<file path="config.mk">
export PLATFORM = sky130hd
export DESIGN_NAME = bires_corrector
export DESIGN_NICKNAME = d
export VERILOG_FILES = /design/src/rtl/bires_pkg.sv /design/src/rtl/bires_syn_decode.sv /design/src/rtl/bires_fix.sv /design/src/rtl/bires_corrector.sv
export SDC_FILE = /design/constraint.sdc
export NUM_CORES = 1
export LEC_CHECK = 0
export BUFFER_PORTS_ARGS = -buffer_cell sky130_fd_sc_hd__buf_2
export CAP_MARGIN = 10
export CORE_ASPECT_RATIO = 0.75
export CORE_UTILIZATION = 51
export DETAILED_ROUTE_END_ITERATION = 10
export PLACE_DENSITY = 0.78
export SLEW_MARGIN = 20
export SYNTH_ARGS = -nofsm -noshare
export SYNTH_HDL_FRONTEND = slang
export SYNTH_SLANG_ARGS = --single-unit
</file>
<file path="constraint.sdc">
create_clock -name clk -period 3.8 [get_ports clk]
set_input_delay 0.76 -clock clk [delete_from_list [all_inputs] [get_ports clk]]
set_output_delay 0.76 -clock clk [all_outputs]
set_load 0.1 [all_outputs]
</file>
<file path="src/rtl/bires_pkg.sv">
package bires_pkg;
  // residue of 2^i modulo (2^m - 1) is 2^(i mod m)
  function automatic int pow2_res(input int i, input int m);
    return 1 << (i % m);
  endfunction
endpackage

</file>
<file path="src/rtl/bires_syn_decode.sv">
module bires_syn_decode #(
  parameter int W      = 12,
  parameter int A_BITS = 3,
  parameter int B_BITS = 4
) (
  input  logic [A_BITS-1:0] s1,
  input  logic [B_BITS-1:0] s2,
  output logic [W-1:0]      pos_hit,
  output logic [W-1:0]      neg_hit,
  output logic              is_zero
);
  import bires_pkg::*;
  localparam int MOD_A = (1 << A_BITS) - 1;
  localparam int MOD_B = (1 << B_BITS) - 1;

  genvar i;
  generate
    for (i = 0; i < W; i++) begin : g_bit
      localparam logic [A_BITS-1:0] PA = A_BITS'(pow2_res(i, A_BITS));
      localparam logic [B_BITS-1:0] PB = B_BITS'(pow2_res(i, B_BITS));
      localparam logic [A_BITS-1:0] NA = A_BITS'(MOD_A - pow2_res(i, A_BITS));
      localparam logic [B_BITS-1:0] NB = B_BITS'(MOD_B - pow2_res(i, B_BITS));
      assign pos_hit[i] = (s1 == PA) && (s2 == PB);
      assign neg_hit[i] = (s1 == NA) && (s2 == NB);
    end
  endgenerate

  assign is_zero = (s1 == '0) && (s2 == '0);
endmodule

</file>
<file path="src/rtl/bires_fix.sv">
module bires_fix #(
  parameter int W = 12
) (
  input  logic [W-1:0] word_in,
  input  logic [W-1:0] pos_hit,
  input  logic [W-1:0] neg_hit,
  input  logic         is_zero,
  output logic [W-1:0] word_out,
  output logic         fixed,
  output logic         uncorr
);
  logic any_hit;
  always_comb begin
    any_hit = (|pos_hit) || (|neg_hit);
    // one-hot hit vectors are themselves the magnitude of the error
    if (any_hit) word_out = word_in - pos_hit + neg_hit;
    else         word_out = word_in;
    fixed  = any_hit;
    uncorr = !any_hit && !is_zero;
  end
endmodule

</file>
<file path="src/rtl/bires_corrector.sv">
module bires_corrector #(
  parameter int W      = 12,
  parameter int A_BITS = 3,
  parameter int B_BITS = 4
) (
  input  logic              clk,
  input  logic              rst,
  input  logic              in_valid,
  input  logic [W-1:0]      in_word,
  input  logic [A_BITS-1:0] in_s1,
  input  logic [B_BITS-1:0] in_s2,
  output logic              out_valid,
  output logic [W-1:0]      out_word,
  output logic              out_fixed,
  output logic              out_uncorr
);
  logic [W-1:0] pos_hit, neg_hit, fix_word;
  logic         is_zero, fix_ok, fix_bad;

  bires_syn_decode #(.W(W), .A_BITS(A_BITS), .B_BITS(B_BITS)) u_dec (
    .s1(in_s1), .s2(in_s2), .pos_hit(pos_hit), .neg_hit(neg_hit), .is_zero(is_zero)
  );

  bires_fix #(.W(W)) u_fix (
    .word_in(in_word), .pos_hit(pos_hit), .neg_hit(neg_hit), .is_zero(is_zero),
    .word_out(fix_word), .fixed(fix_ok), .uncorr(fix_bad)
  );

  always_ff @(posedge clk) begin
    if (rst) begin
      out_valid  <= 1'b0;
      out_word   <= '0;
      out_fixed  <= 1'b0;
      out_uncorr <= 1'b0;
    end else begin
      out_valid <= in_valid;
      if (in_valid) begin
        out_word   <= fix_word;
        out_fixed  <= fix_ok;
        out_uncorr <= fix_bad;
      end else begin
        out_fixed  <= 1'b0;
        out_uncorr <= 1'b0;
      end
    end
  end
endmodule

</file>
======== Word level (Yosys, flattened, before mapping) ========
Index checks and enable logic that the tools add are counted.
cells by class
  add/subtract/negate cells ............... 2
  equality and inequality tests ........... 14
  multiplexer cells ....................... 1
  bitwise gates (word level) .............. 1
  reduce and logical (&&, ||, !) cells .... 34
operator list
  operator                                        count
  logical AND 1 bit                               26
  OR reduction 12 bit                             2
  == test 4 bit (second input constant)           4
  adder 12 bit                                    1
  2-to-1 mux 12 bit                               1
  subtractor 12 bit                               1
  == test 3 bit (second input constant)           3
  == test 4 x 3 -> 1 bit (second input constant)  2
  == test 3 x 2 -> 1 bit (second input constant)  2
  == test 4 x 1 -> 1 bit (second input constant)  1
  == test 4 x 2 -> 1 bit (second input constant)  1
  logical NOT 4 bit                               1
  == test 3 x 1 -> 1 bit (second input constant)  1
  logical NOT 3 bit                               1
  logical NOT 1 bit                               2
  OR reduction 2 bit                              1
  logical OR 1 bit                                1
  inverter 1 bit                                  1
word-level totals
  register bits after elaboration ......... 15
  input bits .............................. 22
  output and inout bits ................... 15
  logic and storage cells ................. 56

======== Logic depth before layout (Yosys ltp) ========
  word-level depth ........................ 6
  gate-level depth with buffers ........... 15
  mapped depth without buffers ............ 14

======== Hierarchy ========
Synthesis repeated with hierarchy kept, for this count alone.
unflattened totals
  cells, all modules ...................... 234
  area total of the unflattened synthesis .. 1762.9 um^2
by module, submodules not included
  module            instances  cells each  area an instance (um^2)  seq. area each (um^2)
  bires_fix         1          150         1027.2                   0.0
  bires_corrector   1          44          501.7                    300.3
  bires_syn_decode  1          40          234.0                    0.0

======== Worst setup path after synthesis ========
Ideal clock, no wire load.
  path type ............................... input port to flip-flop
  start ................................... in in_s2[1]
  end ..................................... reg out_word[11]
  library setup time ...................... 0.091 ns
  arrival time ............................ 3.995 ns
  required time ........................... 3.709 ns
  setup slack ............................. -0.286 ns
  stages on the path ...................... 12
  path buffers ............................ 0
  cells stage by stage .................... or4b_1 nor3_1 fa_1 inv_1 ha_1 and2_1 a311oi_1 a21o_1 nand3_1 o31a_1 or4_1 a311oi_1
between the ends
  cells in the longest elaborated chain, start to end .. 5
  elaborated cells on any way between the ends .. 38
  those cells by class .................... add/sub (2); eq/ne (8); mux (1); reduce/logical (27)
RTL lines
  element                                                   line                                            text
  from (decl)                                               bires_corrector.sv:11                           input logic [B_BITS-1:0] in_s2,
  == test 4 x 1 -> 1 bit, or another cell as far along      bires_syn_decode.sv:23                          assign pos_hit[i] = (s1 == PA) && (s2 == PB);
  logical AND 1 bit (on tied branches)                      bires_syn_decode.sv:23, bires_syn_decode.sv:24
  subtractor 12 bit or OR reduction 12 bit (tied branches)  bires_fix.sv:16, bires_fix.sv:14
  adder 12 bit or logical OR 1 bit (tied branches)          bires_fix.sv:16, bires_fix.sv:14
  2-to-1 mux 12 bit (*)                                     bires_fix.sv:16                                 if (any_hit) word_out = word_in - pos_hit + neg_hit;
  to (signal assigned)                                      bires_corrector.sv:38                           out_word <= fix_word;
  to (decl)                                                 bires_corrector.sv:13                           output logic [W-1:0] out_word,
Every way passes the cells marked *; elsewhere a longest branch is shown, timed or not.
A chain may end at the register's enable or synchronous reset.

======== Worst setup path in the final report ========
Same ends and word-level chain as after synthesis.

==> reports/qor_table.md <==
| Step | Result | Reported |
|:---|:---|:---|
| global routing | Initial antenna violation count | 0 |
| min path | Class of the tightest hold or removal check | flop to flop |
| sta | Clock skew | 0 ns |
| routing | Number of DRC violations after detailed-routing iteration 0 | 163 |
| clock tree | Source-to-sink clock delay at the later pin of the worst-skew pair | 0.25 ns |
| min path | Instance count along the most critical hold path | 2 |
| sta | Final setup margin | -0.0454 ns |
| setup path | Crit end category | flop |
| synthesis | Async S/R FF share, synth | 0% |
| floorplanning | Standard-cell row count | 18 |
| routing | Aggregate routed wire length | 5020 um |
| layout | Layout cells sized above 1 | 34.3% |
| routing | Remaining antenna violation count after routing | 0 |
| synthesis | Post-synthesis cell type count | 49 |
| place | Number of I/O port buffers | 36 |
| floorplanning | Core ar. | 0.00340 sq mm |
| floorplanning | Chip Height | 54.5 um |
| synthesis | Number of synthesized flops with an enable pin | 0 |
| layout | Non-Filler Instances | 362 |
| power | P per Cell Area | 263 mW/mm^2 |
| synthesis | Syn Nets | 284 |
| setup path | Buffers & Inverters on Critical Path | 2 |
| routing | Number of optimization iterations in the first detailed-route pass | 4 |
| routing | Routed vias | 1982 |
| clock tree | Buffers inserted by post-CTS timing repair | 0 |
| routing | Routed WL per cell | 13.9 um |
| clock tree | Root buf cell | clkbuf_8 |
| place | Number of cells in the design after placement | 358 |
| clock tree | H-tree depth reported by CTS | 1 |
| floorplanning | Die width | 72 um |
| synthesis | Mean instance size in the synthesized netlist | 7.84 sq um |
| place | Gpl congestion | 0.901 |
| layout | Most used cells in the layout excluding fill and tap cells | buf_4 (44), buf_2 (34), inv_1 (32), nor2_1 (20), nand2_1 (16) |
| clock tree | Total of hold buffers inserted after clock tree synthesis | 0 |
| sta | Final-report setup violation count | 1 |
| sta | Tcrit/Tclk final | 101% |
| setup path | Critical Path Fanout Max | 7 |
| setup path | Worst-path cell with the longest stage delay | or4b_4 |
| setup path | Sequence of cells on the critical path | buf_8, or4b_4, nor3_4, fa_1, inv_2, ha_4, and2_4, a311oi_4, a21o_1, nand3_2, o31a_1, or4_1, a311oi_1 |
| setup path | R2R setup slack | 3.04 ns |
| synthesis | Post-synthesis cell count | 239 |
| routing | Drc violations | 0 |
| setup path | Worst r2r path cells | 3 |
| synthesis | Share of the synthesized area in the top cell type | 16.0% |
| sta | RSZ-0062 raised after global routing | yes |
| layout | Ant. Diodes | 0 |
| floorplanning | Area of the die | 0.00392 sq mm |
| global routing | Pin count of the biggest net entering global routing | 25 |
| min path | Min-delay src | out_word[6]$_SDFFE_PP0P_ |
| global routing | Vias in the first global route | 1731 |
| layout | Fill cell count | 248 |
| sta | Worst slew margin relative to its limit | 67.8% |
| run status | Violations in the final reports | negative setup slack |
| setup path | Required time of the worst setup path | 3.95 ns |
| layout | Most common library cell in the layout ignoring fill and taps | buf_4 |
| routing | Vias per inst | 5.48 |
| clock tree | Max Root-Sink Buffers | 2 |
| setup path | Largest stage delay on the critical path | 0.55 ns |
| run status | Status | complete, but fails checks |
| setup path | Cell type group with the largest total delay on the critical path | simple AND/OR/NAND/NOR gates |
| synthesis | Sequential element share of the synthesized area | 16.0% |
| synthesis | Area contributors post-synth | dfxtp_1 (16%), fa_1 (12%), ha_1 (8.0%) |
| clock tree | Number of buffers inserted during clock tree synthesis | 3 |
| min path | Hold-critical path endpoint | out_word[6]$_SDFFE_PP0P_ |
| sta | Maximum clock rate | 0.260 GHz |
| synthesis | Count of yosys warnings during synthesis | 0 |
| place | Placed wire-length estimate | 4260 um |
| synthesis | Top_reg_cell synth | dfxtp_1 |
| setup path | CP Depth | 13 |
| layout | Number of nets in the final layout | 358 |
| floorplanning | Number of placed I/O pins | 37 |
| layout | P&R area growth vs syn | 36.0% |
| power | Leakage Power | 0.00131 uW |
| run | Count of maximum capacitance violations | 0 |
| global routing | GR Util All Layers | 27.3% |
| clock tree | Clock slew at the register clock pins of the worst setup and hold paths | 0.07 ns |
| setup path | R2R Path End | out_word[9]$_SDFFE_PP0P_ |
| global routing | First-pass GRT wire length | 8160 um |
| clock tree | CTS tree | built |
| sta | Transition time at the pin with the least slew margin | 0.487 ns |
| sta | Min cycle time layout | 3.85 ns |
| clock tree | Number of sinks on the clock net | 15 |
| sta | Final count of pins violating max slew | 0 |
| global routing | GR Overflow Total | 0 |
| setup path | Kind of critical path | input pin to flop |
| setup path | Arrival time at the worst endpoint | 4.00 ns |
| synthesis | Total of flip-flops plus latches after synthesis | 15 |
| setup path | Reg-to-reg critical path startpoint | out_word[9]$_SDFFE_PP0P_ |
| power | Worst vdd rail ir drop | 163 uV |
| setup path | Nature of the critical path startpoint | input pin |
| synthesis | Cell area after synthesis | 0.00187 sq mm |
| sta | Setup TNS | -0.0454 ns |
| sta | Number of failing hold endpoints at the final stage | 0 |
| synthesis | Synth area leader | dfxtp_1 |
| setup path | Worst setup path startpoint | in_s2[1] |
| floorplanning | Effective utilization at floorplan | 55.1% |
[through the flow]
step	util (%)	hold slack, ns	setup WS (ns)	power, uW	instance area [sq um]
detailed placement	72.1	0.475	-0.380	529	2450
finish	74.9	0.483	-0.0454	671	2550
CTS	74.3	0.484	-0.0554	662	2530
floorplan	-	0.832	-0.0202	427	1950
global placement	72.1	0.469	-0.276	523	2450
global route	74.9	0.511	-0.168	707	2550
[registers in the layout (all words and copies together), names as in the netlist]
| signal | count |
|---|---|
| out_fixed | 1 |
| out_word | 12 |
| out_uncorr | 1 |
| out_valid | 1 |
[worst min-delay path, cell delays in order (launching register included)]
cell	delay, ns
dfxtp_1	0.31
nor2_1	0.08
a211oi_1	0.05
[cells by family (layout without fill, tap and decap cells)]
family,Yosys count,in the layout,share of synthesized area [%]
xor+xnor,8,8,3.74
buf+inv,46,119,10.5
compound gates,49,49,18.4
mux,9,9,4.81
flops,15,15,16.0
fa+ha+maj,23,23,19.8
simple gates,89,89,26.8
[routing by layer]
metal / vias up / share of wire (%) / track usage, %
met3: 6 / 7.7 / 3.87
met2: 75 / 42 / 42.9
li1: 976 / - / -
met4: 0 / 0.80 / 5.56
met1: 925 / 49 / 39.9
met5: - / 0 / 0
[power breakdown]
part	total [uW]	leakage [uW]	switching (uW)	internal [uW]
Combinational	363	0.00116	227	136
Clock	133	0.0000217	59.2	73.6
Sequential	175	0.000124	5.23	170
[synth_stat cells, types with 4 or more instances]
cell and count:
and4b_1 4, o21ai_0 4, nand2_1 16, ha_1 12
a211oi_1 8, fa_1 11, dfxtp_1 15, o22ai_1 4
nor3_1 5, and2_1 4, nor2b_1 6, xnor2_1 5
nor2_1 23, mux2i_1 9, a21o_1 4, inv_1 35
clkbuf_1 4, a21oi_1 8, nand3_1 6, buf_4 4
nand2b_1 6
[area by class of cell]
cell class / count / area [sq um] / area share, %
well taps: 50 / 62.6 / 2.45
repair buffers: 80 / 527 / 20.7
clock buffers: 3 / 41.3 / 1.62
multi-input cells: 178 / 1480 / 58.0
flip-flops and latches: 15 / 300 / 11.8
inverters: 35 / 131 / 5.15
clock inverters: 1 / 7.51 / 0.295
[worst max-delay path by stage]
stage | endpoint | slack (ns)
2_1_floorplan | out_word[11]$_SDFFE_PP0P_ | -0.02
3_3_place_gp | out_word[11]$_SDFFE_PP0P_ | -0.28
3_5_place_dp | out_word[11]$_SDFFE_PP0P_ | -0.38
4_1_cts | out_word[11]$_SDFFE_PP0P_ | -0.06
5_1_grt | out_word[11]$_SDFFE_PP0P_ | -0.17
6_report | out_word[11]$_SDFFE_PP0P_ | -0.05
[timing repair]
action                     4_1_cts  5_1_grt
pin swaps                        0        2
setup endpoints to repair        1        2
gates resized for setup          7        5
Power figures use the tool's default switching activity.
